$ cat config.mk
export PLATFORM = sky130hd
export DESIGN_NAME = secrtc_top
export DESIGN_NICKNAME = d
export VERILOG_FILES = /design/src/rtl/secrtc_pkg.sv /design/src/rtl/secrtc_decode.sv /design/src/rtl/secrtc_counter.sv /design/src/rtl/secrtc_irq.sv /design/src/rtl/secrtc_top.sv
export SDC_FILE = /design/constraint.sdc
export NUM_CORES = 1
export LEC_CHECK = 0
export BUFFER_PORTS_ARGS = -buffer_cell sky130_fd_sc_hd__buf_2
export CAP_MARGIN = 30
export CORE_MARGIN = 3
export CORE_UTILIZATION = 60
export CTS_BUF_LIST = sky130_fd_sc_hd__clkbuf_2 sky130_fd_sc_hd__clkbuf_4 sky130_fd_sc_hd__clkbuf_8
export CTS_CLUSTER_DIAMETER = 30
export DETAILED_ROUTE_END_ITERATION = 8
export GPL_TIMING_DRIVEN = 0
export PLACE_DENSITY = 0.84
export SLEW_MARGIN = 20
export SYNTH_ARGS = -nofsm -noshare
export SYNTH_HDL_FRONTEND = slang
export SYNTH_SLANG_ARGS = --single-unit
$ cat constraint.sdc
create_clock -name clk -period 6 [get_ports clk]
set_clock_uncertainty 0.15 [all_clocks]
set_input_delay 0.6 -clock clk [delete_from_list [all_inputs] [get_ports clk]]
set_output_delay 0.6 -clock clk [all_outputs]
set_load 0.02 [all_outputs]
$ cat src/rtl/secrtc_pkg.sv
package secrtc_pkg;

    // word indices of the register slots (byte offset / 4)
    localparam int unsigned W_COUNT  = 0;
    localparam int unsigned W_ALARM  = 1;
    localparam int unsigned W_PRESET = 2;
    localparam int unsigned W_CTRL   = 3;
    localparam int unsigned W_MASK   = 4;
    localparam int unsigned W_RAW    = 5;
    localparam int unsigned W_MSKST  = 6;
    localparam int unsigned W_ACK    = 7;
    // identification bytes occupy the last eight words of a 4 KB window
    localparam int unsigned W_ID_BASE = 1016;
    localparam int unsigned ID_COUNT  = 8;

    typedef struct packed {
        logic alarm_we;
        logic preset_we;
        logic ctrl_we;
        logic mask_we;
        logic ack_we;
    } wr_strobe_t;

endpackage

$ cat src/rtl/secrtc_decode.sv
module secrtc_decode #(
    parameter int unsigned AW = 12,
    localparam int unsigned WORD_W = AW - 2
) (
    input  logic                    sel_i,
    input  logic                    wr_i,
    input  logic [AW-1:0]           addr_i,
    output logic [WORD_W-1:0]       word_o,
    output logic                    aligned_o,
    output secrtc_pkg::wr_strobe_t  stb_o
);
    import secrtc_pkg::*;

    logic wr_ok;

    always_comb begin
        word_o    = addr_i[AW-1:2];
        aligned_o = (addr_i[1:0] == 2'b00);
        wr_ok     = sel_i && wr_i && aligned_o;
        stb_o.alarm_we  = wr_ok && (word_o == WORD_W'(W_ALARM));
        stb_o.preset_we = wr_ok && (word_o == WORD_W'(W_PRESET));
        stb_o.ctrl_we   = wr_ok && (word_o == WORD_W'(W_CTRL));
        stb_o.mask_we   = wr_ok && (word_o == WORD_W'(W_MASK));
        stb_o.ack_we    = wr_ok && (word_o == WORD_W'(W_ACK));
    end

endmodule

$ cat src/rtl/secrtc_counter.sv
module secrtc_counter #(
    parameter int unsigned CW = 32
) (
    input  logic          clk,
    input  logic          rst_n,
    input  logic          tick_i,
    input  logic          preset_we_i,
    input  logic          ctrl_we_i,
    input  logic [CW-1:0] wdata_i,
    output logic [CW-1:0] cnt_o,
    output logic [CW-1:0] cnt_nxt_o,
    output logic          upd_o,
    output logic          en_o
);

    typedef struct packed {
        logic [CW-1:0] cnt;
        logic          en;
    } cnt_st_t;

    cnt_st_t st_d, st_q;

    always_comb begin
        st_d  = st_q;
        upd_o = 1'b0;
        if (ctrl_we_i) begin
            st_d.en = wdata_i[0];
        end
        if (preset_we_i) begin
            st_d.cnt = wdata_i;
            upd_o    = 1'b1;
        end else if (st_q.en && tick_i) begin
            st_d.cnt = st_q.cnt + 1'b1;
            upd_o    = 1'b1;
        end
    end

    always_ff @(posedge clk or negedge rst_n) begin
        if (!rst_n) begin
            st_q <= '0;
        end else begin
            st_q <= st_d;
        end
    end

    assign cnt_o     = st_q.cnt;
    assign cnt_nxt_o = st_d.cnt;
    assign en_o      = st_q.en;

endmodule

$ cat src/rtl/secrtc_irq.sv
module secrtc_irq #(
    parameter int unsigned CW = 32
) (
    input  logic          clk,
    input  logic          rst_n,
    input  logic          alarm_we_i,
    input  logic          mask_we_i,
    input  logic          ack_we_i,
    input  logic [CW-1:0] wdata_i,
    input  logic          upd_i,
    input  logic [CW-1:0] cnt_nxt_i,
    output logic [CW-1:0] alarm_o,
    output logic          mask_o,
    output logic          raw_o
);

    typedef struct packed {
        logic [CW-1:0] alarm;
        logic          mask;
        logic          raw;
    } irq_st_t;

    irq_st_t st_d, st_q;
    logic    hit;
    logic    clr;

    always_comb begin
        st_d = st_q;
        hit  = upd_i && (cnt_nxt_i == st_q.alarm);
        clr  = ack_we_i && wdata_i[0];
        if (alarm_we_i) begin
            st_d.alarm = wdata_i;
        end
        if (mask_we_i) begin
            st_d.mask = wdata_i[0];
        end
        // a new hit outranks a simultaneous clear
        st_d.raw = (st_q.raw && !clr) || hit;
    end

    always_ff @(posedge clk or negedge rst_n) begin
        if (!rst_n) begin
            st_q <= '0;
        end else begin
            st_q <= st_d;
        end
    end

    assign alarm_o = st_q.alarm;
    assign mask_o  = st_q.mask;
    assign raw_o   = st_q.raw;

endmodule

$ cat src/rtl/secrtc_top.sv
module secrtc_top #(
    parameter int unsigned AW       = 12,
    parameter int unsigned CW       = 32,
    parameter logic [63:0] ID_BYTES = 64'h0D_F0_B1_05_C7_31_10_24,
    localparam int unsigned WORD_W  = AW - 2
) (
    input  logic          clk,
    input  logic          rst_n,
    input  logic          tick_i,
    input  logic          bus_sel_i,
    input  logic          bus_wr_i,
    input  logic [AW-1:0] bus_addr_i,
    input  logic [CW-1:0] bus_wdata_i,
    output logic [CW-1:0] bus_rdata_o,
    output logic          irq_o
);
    import secrtc_pkg::*;

    localparam int unsigned IDX_W = $clog2(ID_COUNT);

    wr_strobe_t          stb;
    logic [WORD_W-1:0]   word;
    logic                aligned;
    logic [CW-1:0]       cnt_q_w;
    logic [CW-1:0]       cnt_nxt_w;
    logic                upd_w;
    logic                en_w;
    logic [CW-1:0]       alarm_w;
    logic                mask_w;
    logic                raw_w;
    logic [7:0]          id_byte;

    secrtc_decode #(.AW(AW)) u_decode (
        .sel_i     (bus_sel_i),
        .wr_i      (bus_wr_i),
        .addr_i    (bus_addr_i),
        .word_o    (word),
        .aligned_o (aligned),
        .stb_o     (stb)
    );

    secrtc_counter #(.CW(CW)) u_counter (
        .clk         (clk),
        .rst_n       (rst_n),
        .tick_i      (tick_i),
        .preset_we_i (stb.preset_we),
        .ctrl_we_i   (stb.ctrl_we),
        .wdata_i     (bus_wdata_i),
        .cnt_o       (cnt_q_w),
        .cnt_nxt_o   (cnt_nxt_w),
        .upd_o       (upd_w),
        .en_o        (en_w)
    );

    secrtc_irq #(.CW(CW)) u_irq (
        .clk        (clk),
        .rst_n      (rst_n),
        .alarm_we_i (stb.alarm_we),
        .mask_we_i  (stb.mask_we),
        .ack_we_i   (stb.ack_we),
        .wdata_i    (bus_wdata_i),
        .upd_i      (upd_w),
        .cnt_nxt_i  (cnt_nxt_w),
        .alarm_o    (alarm_w),
        .mask_o     (mask_w),
        .raw_o      (raw_w)
    );

    assign irq_o = raw_w && mask_w;

    // identification byte selected by the low word bits
    always_comb begin
        id_byte = '0;
        for (int k = 0; k < ID_COUNT; k++) begin
            if (word[IDX_W-1:0] == IDX_W'(k)) begin
                id_byte = ID_BYTES[8*k +: 8];
            end
        end
    end

    always_comb begin
        bus_rdata_o = '0;
        if (aligned) begin
            if (word == WORD_W'(W_COUNT)) begin
                bus_rdata_o = cnt_q_w;
            end else if (word == WORD_W'(W_ALARM)) begin
                bus_rdata_o = alarm_w;
            end else if (word == WORD_W'(W_CTRL)) begin
                bus_rdata_o = CW'(en_w);
            end else if (word == WORD_W'(W_MASK)) begin
                bus_rdata_o = CW'(mask_w);
            end else if (word == WORD_W'(W_RAW)) begin
                bus_rdata_o = CW'(raw_w);
            end else if (word == WORD_W'(W_MSKST)) begin
                bus_rdata_o = CW'(irq_o);
            end else if (word >= WORD_W'(W_ID_BASE)) begin
                bus_rdata_o = CW'(id_byte);
            end
        end
    end

endmodule

# [Word level (Yosys, flattened, before mapping)]
# Index checks and enable logic that the tools add are counted.
[word_totals] input_bits=49 register_bits=67 output_inout_bits=33 word_cells=59
[classes] n_eq_ne=15 reduce_logical=17 mux=20 n_lt_le_gt_ge=1 add_sub_neg=1
[ops] cell="32-bit 2-to-1 mux" count=5
[ops] cell="8-bit 2-to-1 mux" count=12
[ops] cell="10-bit by 3-bit equality test with 1-bit output, second input constant" count=4
[ops] cell="32-bit by 1-bit adder with 32-bit output, second input constant" count=1
[ops] cell="32-bit equality test" count=1
[ops] cell="10-bit by 2-bit equality test with 1-bit output, second input constant" count=2
[ops] cell="3-bit equality test, second input constant" count=4
[ops] cell="1-bit logical AND" count=12
[ops] cell="10-bit by 1-bit equality test with 1-bit output, second input constant" count=1
[ops] cell="10-bit greater-or-equal comparator, second input constant" count=1
[ops] cell="10-bit logical NOT" count=1
[ops] cell="3-bit by 2-bit equality test with 1-bit output, second input constant" count=2
[ops] cell="6-bit 2-to-1 mux" count=1
[ops] cell="3-bit by 1-bit equality test with 1-bit output, second input constant" count=1
[ops] cell="3-bit logical NOT" count=1
[ops] cell="2-bit logical NOT" count=1
[ops] cell="1-bit 2-to-1 mux" count=2
[ops] cell="1-bit logical NOT" count=1
[ops] cell="1-bit logical OR" count=1

# [Depth between registers and ports, before layout]
# Gate-level depths: netlist of the first run.
[depth] word_depth=17 mapped_depth=10 depth_no_buf=9

# [Hierarchy]
# A second synthesis of the first run with hierarchy kept.
[hier_totals] cells_unflattened=483 area_unflattened_um2=4619.4
[by_module_without_submodules] mod="secrtc_counter" instances=1 area_per_inst_um2=1940.6 seq_area_each_um2=825.8 cells_each=222
[by_module_without_submodules] mod="secrtc_irq" instances=1 area_per_inst_um2=1601.5 seq_area_each_um2=850.8 cells_each=117
[by_module_without_submodules] mod="secrtc_top" instances=1 area_per_inst_um2=893.4 seq_area_each_um2=0.0 cells_each=120
[by_module_without_submodules] mod="secrtc_decode" instances=1 area_per_inst_um2=183.9 seq_area_each_um2=0.0 cells_each=24

# [Least setup slack after synthesis of the first run]
# No wires, ideal clock.
[synth_path] path_type="in2out" start="in bus_addr_i[9]" end="out bus_rdata_o[11]" path_slack_ps=2876 path_buffers=1 stages=6 arrival_time_ps=2374 path_cell_list="nor4_2 -> nand2_1 -> nor3_1 -> clkbuf_1 -> a22oi_1 -> nor2_1"
[synth_via] elab_chain_cells=4
[synth_lines] element="from (decl)" line_no="secrtc_top.sv:12" text="input logic [AW-1:0] bus_addr_i,"
[synth_lines] element="10-bit by 1-bit equality test with 1-bit output" line_no="secrtc_top.sv:86" text="end else if (word == WORD_W'(W_ALARM)) begin"
[synth_lines] element="32-bit 2-to-1 mux" line_no="secrtc_top.sv:86"
[synth_lines] element="32-bit 2-to-1 mux (*)" line_no="secrtc_top.sv:84" text="if (word == WORD_W'(W_COUNT)) begin"
[synth_lines] element="32-bit 2-to-1 mux (*)" line_no="secrtc_top.sv:83" text="if (aligned) begin"
[synth_lines] element="to (decl)" line_no="secrtc_top.sv:14" text="output logic [CW-1:0] bus_rdata_o,"
# Every way passes the cells marked *; elsewhere a longest branch is shown, timed or not.

==> out/metrics.csv, run 1 <==
metric,value,unit
largest area contributor in the synthesized netlist,dfrtp_1,
fin nets,734,
crit path DAT,4120,ps
min Tclk post-route,4076,ps
most frequent cells in the layout,"buf_2, nor2_1, dfrtp_1",
fin crit share,67.93,%
Worst VDD drop,0.1332,mV
Seq cells post-synth,67,
Placer Congestion,0.9961,
antenna fix cells,0,
Startpoint Class,register,
clock-pin slew on the worst setup and hold paths,70,ps
post-synth net total,641,
num rows,32,
Logic pwr share,8.0,%
vias in the first global route,5158,
"most common cell after layout, fill and taps aside",buf_2,
max_slew headroom,33.71,%
IO buf count,80,
leak pwr,2.535,nW
RSZ-0062 raised after global routing,false,
CP peak stage delay,780,ps
WHS,43.80,ps
total power,0.0009278,W
H-Tree Depth,3,
net switching power,0.0002269,W
CP Buf/Inv Count,0,
1st-pass router iterations,5,
Boundary Pins,82,
share of cells above drive strength 1,21.66,%
post-synthesis sequential area ratio,33.61,%
worst r2r src,u_counter.cnt_o[0],
CP cell instances,ha_1 -> nand4_4 -> nor4_2 -> nand4_1 -> nand3b_1 -> o21ai_1 -> a2111oi_0 -> o211ai_1 -> o31ai_1,
CP max stage cell,a2111oi_0,
Worst setup startpoint,u_counter.cnt_o[0],
syn avg cell area,8.441,um^2
post-DP HPWL,12800,um
status,completed,
top post-synthesis cells by area,"dfrtp_1, xnor2_1, mux2_2, nor2_1, xor2_1",
slew of the pin with the lowest slew margin,985.3,ps
Iter 0 DRT Violations,560,
number of flops mapped to enable cells by yosys,0,
grt ovf,0,
synthesis-to-layout area growth,15.40,%
Initial Util,63.25,%
CTS tree,yes,
Placed Instance Area,5555,um^2
asr flop ratio synth,100.0,%
synthesized area,4989,um^2
Max Cap Viol,0,
switch share,24.45,%
worst hold path class,primary input to asynchronous set/reset pin,
"Setup violations, final",0,
post-synth top area share,33.61,%
CTS Buf Count,9,
drt wl/cell,21.31,um
gr usage total,36.12,%
die area,9444,um^2
Internal,0.0007009,W
CTS resizes,0,
achievable frequency,245.4,MHz
Worst Path Required,6040,ps
largest net degree at the start of global routing,36,
CP endpoint kind,register,
"delay-heaviest family, CP",compound AO/OA/AOI/OAI gates,
total wire length after detailed routing,16840,um
Final Instance Area,5757,um^2
Die Height,97.18,um
"Clk Latency, worst-skew pair",350,ps
Gate Count Post-Synth,591,
# hold bufs at CTS,0,
drt via density,6.556,
CP Max Fanout,7,
setup bufs post-CTS,0,
clock power share,42.9,%
Remaining DRCs,0,
Final Hold Vio Count,0,
Max clock buf depth,2,
first-pass GRT wire length,27050,um
vias after detailed routing,5179,
Die Span X,97.18,um
clock sinks,67,
Final Max Slew Viols,0,
Sequential Power Share,49.1,%
Setup TNS,0,ps
ys flop type,dfrtp_1,
Netlist cell types,61,
Syn. warnings,0,
WS Path Type,register to register,
antenna-violating nets left,0,
core area,7888,um^2
pwr/cell area,161.2,nW/um^2
clock root cell,clkbuf_8,
initial antenna violation count,0,
## path summary, 6_finish.rpt
path,cells past startpoint,endpoint,slack (ps)
worst max register to register,9,u_irq.raw_o,1920
worst min register to register,1,u_irq.alarm_o[7],390
min in group clk,2,u_irq.alarm_o[12],350
max in group asynchronous,2,u_counter.cnt_o[28],5090
worst min-delay path,1,u_irq.alarm_o[7],40
worst max-delay path,9,u_irq.raw_o,1920
## power groups by stage
stage	sequential, W	combinational [W]	clock, W
2_1_floorplan	0.000463	0.0000278	0
3_3_place_gp	0.000464	0.0000687	0
3_5_place_dp	0.000464	0.0000725	0
4_1_cts	0.000455	0.0000730	0.000399
5_1_grt	0.000455	0.0000811	0.000415
6_report	0.000455	0.0000743	0.000398
## layout make-up
cell class / instances / area [um^2]
inverter: 22 / 82.58
tap: 102 / 127.6
timing repair buffer: 82 / 427.9
buffer: 38 / 150.1
sequential: 67 / 1677
multi-input combinational: 464 / 3090
clock buffer: 13 / 166.4
clock inverter: 2 / 35.03
fill: 622 / 2131
## worst register-to-register path: cells and delay by family (launching register included)
family / cells / cell delay (ps)
adders and majority gates: 1 / 290
DFF: 1 / 500
AOI/OAI and AO/OA: 4 / 1580
and+or+nand+nor: 4 / 1380
## cell usage after synthesis, drive strengths merged, types with 5 or more instances
library cell / n
nand2: 39
xor2: 27
a2111oi: 5
dfrtp: 67
inv: 22
and3: 6
o21ai: 20
xnor2: 43
clkbuf: 31
nand2b: 5
buf: 7
a22oi: 30
a21oi: 42
nor4: 18
nor3: 10
nand4: 26
mux2: 30
nor2: 82
nand3: 17
## flip-flops by register name (all words and copies together) (netlist names)
| register | cells |
|---|---|
| u_counter.en_o | 1 |
| u_irq.mask_o | 1 |
| u_irq.alarm_o | 32 |
| u_counter.cnt_o | 32 |
| u_irq.raw_o | 1 |
## cell families (layout without fill, tap and decap cells)
group / count (synthesis) / in the layout / synth area share (%)
XOR/XNOR: 72 / 72 / 13.19
buffers and inverters: 60 / 157 / 4.665
multiplexers: 34 / 34 / 7.575
flip-flops: 67 / 67 / 33.61
AND/OR/NAND/NOR: 225 / 225 / 23.45
AO/OA/AOI/OAI: 132 / 132 / 17.26
adder cells (fa/ha/maj): 1 / 1 / 0.2508
## through the flow
stage / worst slack, ps / instances / util, %
after floorplan: 2876 / 591 / -
after CTS: 2121 / 790 / 72.99
after detailed placement: 1952 / 775 / 70.43
after global placement: 2010 / 773 / 69.94
after global routing: 1859 / 790 / 72.99
final: 1924 / 790 / 72.99
## per-layer routing
layer  vias to the layer above  global-route usage [%]  share of wire, %
met5                         -                       0                 0
met4                         0                   15.44               3.2
met3                        57                   7.825                12
met2                       338                   54.62                45
met1                      2461                   50.02                40
li1                       2323                       -                 -
No activity file was read; power rests on OpenSTA's default activity.
==> run 2: changes to the inputs <==
--- a/config.mk
+++ b/config.mk
@@ -8,12 +8,12 @@
 export BUFFER_PORTS_ARGS = -buffer_cell sky130_fd_sc_hd__buf_2
 export CAP_MARGIN = 30
 export CORE_MARGIN = 3
-export CORE_UTILIZATION = 60
+export CORE_UTILIZATION = 53
 export CTS_BUF_LIST = sky130_fd_sc_hd__clkbuf_2 sky130_fd_sc_hd__clkbuf_4 sky130_fd_sc_hd__clkbuf_8
 export CTS_CLUSTER_DIAMETER = 30
 export DETAILED_ROUTE_END_ITERATION = 8
 export GPL_TIMING_DRIVEN = 0
-export PLACE_DENSITY = 0.84
+export PLACE_DENSITY = 0.79
 export SLEW_MARGIN = 20
 export SYNTH_ARGS = -nofsm -noshare
 export SYNTH_HDL_FRONTEND = slang
==> constraint.sdc (replaced) <==
create_clock -name clk -period 3.36 [get_ports clk]
set_clock_uncertainty 0.15 [all_clocks]
set_input_delay 0.336 -clock clk [delete_from_list [all_inputs] [get_ports clk]]
set_output_delay 0.336 -clock clk [all_outputs]
set_load 0.02 [all_outputs]
==> run 2 against run 1 <==
  * First-iteration DRC count decreased by 20%
  * Die area rose by 12%
  * Sequential power increased by 79%
  * Largest power group is now the clock network
  * Critical endpoint unchanged
  * Worst setup slack got worse by 1800 ps
  * Power increased by 94%
  * Final area rose by 3.5%
  * Global-route usage down 3.0 points
  * Flip-flop and latch count unchanged
  * Routed wire length increased by 2.6%
  * Clock-buffer cell count decreased by 3
  * Maximum frequency up 25%
==> out/metrics.csv, run 2 (synthesized netlist as in run 1, its figures left out) <==
metric,value,unit,change
"most common cell after layout, fill and taps aside",buf_2,,
leak pwr,2.633,nW,+3.9%
clock-pin slew on the worst setup and hold paths,80,ps,about the same
switch share,24.64,%,+0.19 points
CTS tree,yes,,
Boundary Pins,82,,unchanged
antenna-violating nets left,0,,unchanged
Initial Util,55.84,%,-7.4 points
status,completed,,
Max clock buf depth,2,,unchanged
gr usage total,33.15,%,-3.0 points
antenna fix cells,0,,unchanged
HP Start,bus_wdata_i[10],,
FF/Latch Area,1678,um^2,about the same
vias in the first global route,5019,,-2.7%
first-pass GRT wire length,26960,um,-0.35%
H-Tree Depth,3,,unchanged
Final Hold Vio Count,0,,unchanged
R2R depth,9,,unchanged
Startpoint Class,register,,
CP endpoint kind,register,,
Worst setup startpoint,u_counter.cnt_o[1],,
final std cells w/o fill,806,,+2.0%
Remaining DRCs,0,,unchanged
most frequent cells in the layout,"buf_2, nor2_1, dfrtp_1",,
Internal,0.001360,W,+94%
clock power share,47.5,%,+4.6 points
fin nets,743,,+1.2%
IO buf count,80,,unchanged
max_slew headroom,45.09,%,+11 points
WS Path Type,register to register,,
drt wl/cell,21.44,um,+0.58%
drt via density,6.396,,-2.4%
Placer Congestion,0.9789,,-1.7%
placed insts,781,,+0.77%
Die Height,103.0,um,+6.0%
die area,10610,um^2,+12%
Multi-input gate area,3169,um^2,+2.6%
num rows,34,,+6.3%
Worst Path Required,3460,ps,-2580 ps
Final Max Slew Viols,0,,unchanged
Final Instance Area,5961,um^2,+3.5%
worst hold path class,primary input to register,,
Sequential Power Share,45.0,%,-4.1 points
grt ovf,0,,unchanged
CP Max Fanout,7,,unchanged
1st-pass router iterations,5,,unchanged
clock root cell,clkbuf_8,,
"Clk Latency, worst-skew pair",350,ps,about the same
core area,8934,um^2,+13%
total wire length after detailed routing,17280,um,+2.6%
"Setup violations, final",0,,unchanged
Logic pwr share,7.5,%,-0.5 points
slew of the pin with the lowest slew margin,816.8,ps,-168.5 ps
Iter 0 DRT Violations,450,,-20%
Placed Instance Area,5563,um^2,+0.14%
worst r2r src,u_counter.cnt_o[1],,
share of cells above drive strength 1,24.36,%,+2.7 points
clock sinks,67,,unchanged
achievable frequency,306.4,MHz,+25%
CP max stage cell,or4_1,,
Fill cells,776,,+25%
min Tclk post-route,3264,ps,-811.9 ps
pwr/cell area,302.7,nW/um^2,+88%
CP peak stage delay,500,ps,-280 ps
CTS Buf Count,9,,unchanged
Final Util,66.72,%,-6.3 points
vias after detailed routing,5155,,-0.46%
crit path DAT,3360,ps,-760 ps
Hold Path Stages,2,,
post-DP HPWL,12910,um,+0.93%
fin crit share,97.14,%,+29 points
RSZ-0062 raised after global routing,false,,
initial antenna violation count,0,,unchanged
CP cell instances,ha_2 -> nand4_4 -> nor4_4 -> and4bb_1 -> nor3b_1 -> or4_1 -> nor4_1 -> a21oi_1 -> o31ai_1,,
Max Cap Viol,0,,unchanged
synthesis-to-layout area growth,19.49,%,
Die Span X,103.0,um,+6.0%
largest net degree at the start of global routing,40,,+11%
net switching power,0.0004447,W,+96%
total power,0.001804,W,+94%
Worst VDD drop,0.2191,mV,+64%
## run 2: layer usage
metal,global-route usage [%],wire [um],up-vias
li1,-,-,2346
met1,43.47,7037,2482
met2,54.51,8354,289
met3,7.848,1512,38
met4,9.761,372,0
met5,0,0,-
## run 2: area by class of cell
class	instances	share of cell area, %
multi-input cells	464	53.17
well taps	108	2.267
flip-flops and latches	67	28.15
inverters	22	1.385
repair buffers	91	8.354
clock inverters	6	1.910
clock buffers	10	2.204
plain buffers	38	2.561
## run 2: stage by stage
stage	setup slack, ps	hold slack (ps)	setup TNS, ps
floorplan	516.3	-109.6	0
detailed placement	-186.1	145.4	-496.8
global route	0.3242	76.52	0
CTS	43.42	73.24	0
finish	96.19	81.27	0
global placement	-228.0	342.1	-4873
## run 2: worst max-delay path, delay by kind of cell, from the launching register on
family / cells / cell delay (ps)
flip-flops: 1 / 440
AO/OA/AOI/OAI: 2 / 460
adder cells (fa/ha/maj): 1 / 260
AND/OR/NAND/NOR: 6 / 1860
## run 2: power groups by stage
stage               Clock, W  Combinational [W]  Sequential [W]
finish              0.000857           0.000135        0.000813
global route        0.000891           0.000147        0.000813
CTS                 0.000859           0.000132        0.000812
detailed placement         0           0.000130        0.000828
global placement           0           0.000124        0.000828
floorplan                  0          0.0000497        0.000827
## run 2: repair_timing
action | 4_1_cts | 5_1_grt
setup buffers | 0 | 8
hold buffers | 1 | 0
pin swaps | 1 | 6
resized for setup | 9 | 13
endpoints found under the hold margin | 28 | 0
endpoints found under the setup margin | 11 | 21
## run 2: final timing paths
kind | end | slack [ps]
min in group asynchronous | u_irq.alarm_o[7] | 310
min | u_irq.alarm_o[10] | 80
max in group asynchronous | u_counter.cnt_o[21] | 2200
min reg2reg | u_irq.alarm_o[7] | 390
max reg2reg | u_irq.raw_o | 100
max | u_irq.raw_o | 100
==> run 3: changes to the inputs <==
--- a/config.mk
+++ b/config.mk
@@ -7,11 +7,12 @@
 export LEC_CHECK = 0
 export BUFFER_PORTS_ARGS = -buffer_cell sky130_fd_sc_hd__buf_2
 export CAP_MARGIN = 30
-export CORE_MARGIN = 3
+export CORE_MARGIN = 1.5
 export CORE_UTILIZATION = 53
 export CTS_BUF_LIST = sky130_fd_sc_hd__clkbuf_2 sky130_fd_sc_hd__clkbuf_4 sky130_fd_sc_hd__clkbuf_8
 export CTS_CLUSTER_DIAMETER = 30
 export DETAILED_ROUTE_END_ITERATION = 8
+export GPL_ROUTABILITY_DRIVEN = 0
 export GPL_TIMING_DRIVEN = 0
 export PLACE_DENSITY = 0.79
 export SLEW_MARGIN = 20
==> constraint.sdc (replaced) <==
create_clock -name clk -period 3.36 [get_ports clk]
set_clock_uncertainty 0.15 [all_clocks]
set_input_delay 1.008 -clock clk [delete_from_list [all_inputs] [get_ports clk]]
set_output_delay 1.008 -clock clk [all_outputs]
set_load 0.02 [all_outputs]
==> run 3 against run 2 <==
  * The flow now finishes with violations (setup timing)
  * Non-clock buffer count is 21 higher
  * Cell count is 3.0% higher
  * Critical path depth is 1 higher
  * Utilization is 9.8 points higher
  * Register-to-register slack worse by 130 ps
  * Sequential share of layout area is 4.3 points lower
  * Combinational power is 19% higher
  * Final area is 18% higher
  * Maximum frequency is 12% lower
  * Clock-buffer cell count is 2 higher
  * First-iteration DRC count is 90% higher
==> out/metrics.csv, run 3 (synthesized netlist as in run 1, its figures left out) <==
metric,value,unit,change
Final Instance Area,7041,um^2,+18%
Iter 0 DRT Violations,856,,+90%
min Tclk post-route,3728,ps,+464.1 ps
antenna fix cells,0,,unchanged
CTS Buf Count,9,,unchanged
final std cells w/o fill,830,,+3.0%
synthesis-to-layout area growth,41.13,%,
antenna-violating nets left,0,,unchanged
1st-pass router iterations,8,,+3
vias in the first global route,5305,,+5.7%
Final Max Slew Viols,0,,unchanged
Initial Util,54.24,%,-1.6 points
clock-pin slew on the worst setup and hold paths,70,ps,about the same
Die Height,100.0,um,-2.9%
clock root cell,clkbuf_8,,
Die Span X,100.0,um,-2.9%
uppermost layer routed,met5,,
Placed Instance Area,5911,um^2,+6.3%
fin nets,764,,+2.8%
largest net degree at the start of global routing,41,,+2.5%
worst setup margin,-367.9,ps,-464.1 ps
met2 WL,8638,um,+3.4%
Final Hold Vio Count,0,,unchanged
fin crit share,111.0,%,+14 points
RSZ-0062 raised after global routing,true,,
total wire length after detailed routing,19000,um,+10%
violated checks,setup timing,,
IO buf count,80,,unchanged
Place WS,-797.1,ps,-611.0 ps
core area,9196,um^2,+2.9%
vias after detailed routing,5751,,+12%
post-DP HPWL,12070,um,-6.6%
status,finished with violations,,
# hold bufs at CTS,0,,-1
met1 wire length,6785,um,-3.6%
Max Cap Viol,0,,unchanged
grt ovf,0,,unchanged
WHS,366.5,ps,+285.3 ps
most frequent cells in the layout,"dfrtp_1, nor2_1, buf_2",,
Worst VDD drop,0.1763,mV,-20%
num rows,35,,+2.9%
achievable frequency,268.2,MHz,-12%
pwr/cell area,274.0,nW/um^2,-9.5%
worst hold path class,register to register,,
"most common cell after layout, fill and taps aside",dfrtp_1,,
CTS tree,yes,,
drt wl/cell,22.90,um,+6.8%
Remaining DRCs,0,,unchanged
leak pwr,2.969,nW,+13%
Worst Path Required,2200,ps,-1260 ps
metal3 WL,2352,um,+56%
H-Tree Depth,3,,unchanged
CP endpoint kind,output pin,,
slew of the pin with the lowest slew margin,736.3,ps,-80.55 ps
"Clk Latency, worst-skew pair",370,ps,+20 ps
Startpoint Class,primary input,,
Max clock buf depth,2,,unchanged
WS Path Type,primary input to output pin,,
initial antenna violation count,0,,unchanged
first-pass GRT wire length,28120,um,+4.3%
max_slew headroom,50.91,%,+5.8 points
gr usage total,36.76,%,+3.6 points
drt via density,6.929,,+8.3%
Boundary Pins,82,,unchanged
clock sinks,67,,unchanged
placed insts,784,,+0.38%
crit path DAT,2570,ps,-790 ps
CP Max Fanout,5,,-2
share of cells above drive strength 1,39.36,%,+15 points
die area,10000,um^2,-5.7%
"Setup violations, final",33,,+33
[run 3: cell count changes in the layout (fill, tap and decap cells not counted), moves of 5 or more]
cell,delta
buf_2,-38
clkbuf_1,-12
nor4_1,-6
buf_6,+36
nor2_4,+20
buf_4,+19
a22oi_2,+26
a22oi_1,-26
o21ai_0,-5
nor2_1,-24
clkbuf_2,+7
clkbuf_16,+5
[run 3: what timing repair did]
action | CTS | global route
gates cloned | 3 | 0
endpoints found under the setup margin | 37 | 43
pin swaps | 41 | 32
resized for setup | 115 | 36
buffers inserted | 17 | 11
[run 3: worst paths after layout]
path	start	endpoint	slack (ps)	depth (start not counted)
worst min register to register	u_irq.alarm_o[7]	u_irq.alarm_o[7]	370	1
worst max-delay path	bus_addr_i[7]	bus_rdata_o[5]	-370	10
worst min-delay path	u_irq.alarm_o[7]	u_irq.alarm_o[7]	370	1
min in group asynchronous	rst_n	u_irq.alarm_o[2]	410	1
worst max register to register	u_counter.cnt_o[7]	u_irq.raw_o	-30	8
max in group asynchronous	rst_n	u_counter.cnt_o[0]	2090	2
[run 3: per-layer routing]
metal / vias up / GRT usage, %
met5: - / 0
met4: 2 / 20.04
met3: 138 / 8.635
met2: 547 / 58.29
met1: 2666 / 46.53
li1: 2398 / -
[run 3: area by class of cell]
cell class              count  area (um^2)
plain buffers              37        235.2
flip-flops and latches     67         1677
clock inverters             4        120.1
repair buffers            113        948.4
inverters                  22        85.08
multi-input cells         464         3677
fillers                   578         2156
clock buffers              12        158.9
well taps                 111        138.9
[run 3: power by group]
group / switching [W] / internal (W) / total (W)
clock network: 0.000337 / 0.000618 / 0.000955
registers: 0.00000472 / 0.000809 / 0.000813
logic: 0.000104 / 0.0000576 / 0.000161
total: 0.000446 / 0.00148 / 0.00193
[run 3: worst max-delay path, cell delays in order]
cell and delay [ps]:
buf_2 130, nor3_1 440, nand2_4 120, nor2_4 170, buf_6 130, o21ai_2 40
a21oi_1 160, a21oi_1 80, nor2_2 160, buf_6 130
[run 3: through the flow]
| stage | util [%] | TNS, ps | power, W |
|---|---|---|---|
| 5_1_grt | 76.56 | -11720 | 0.001969 |
| 3_3_place_gp | 63.96 | -25690 | 0.0009623 |
| 4_1_cts | 73.90 | -8902 | 0.001917 |
| 3_5_place_dp | 64.27 | -27880 | 0.0009698 |
| 2_1_floorplan | - | -3157 | 0.0008877 |
| 6_report | 76.56 | -9677 | 0.001929 |
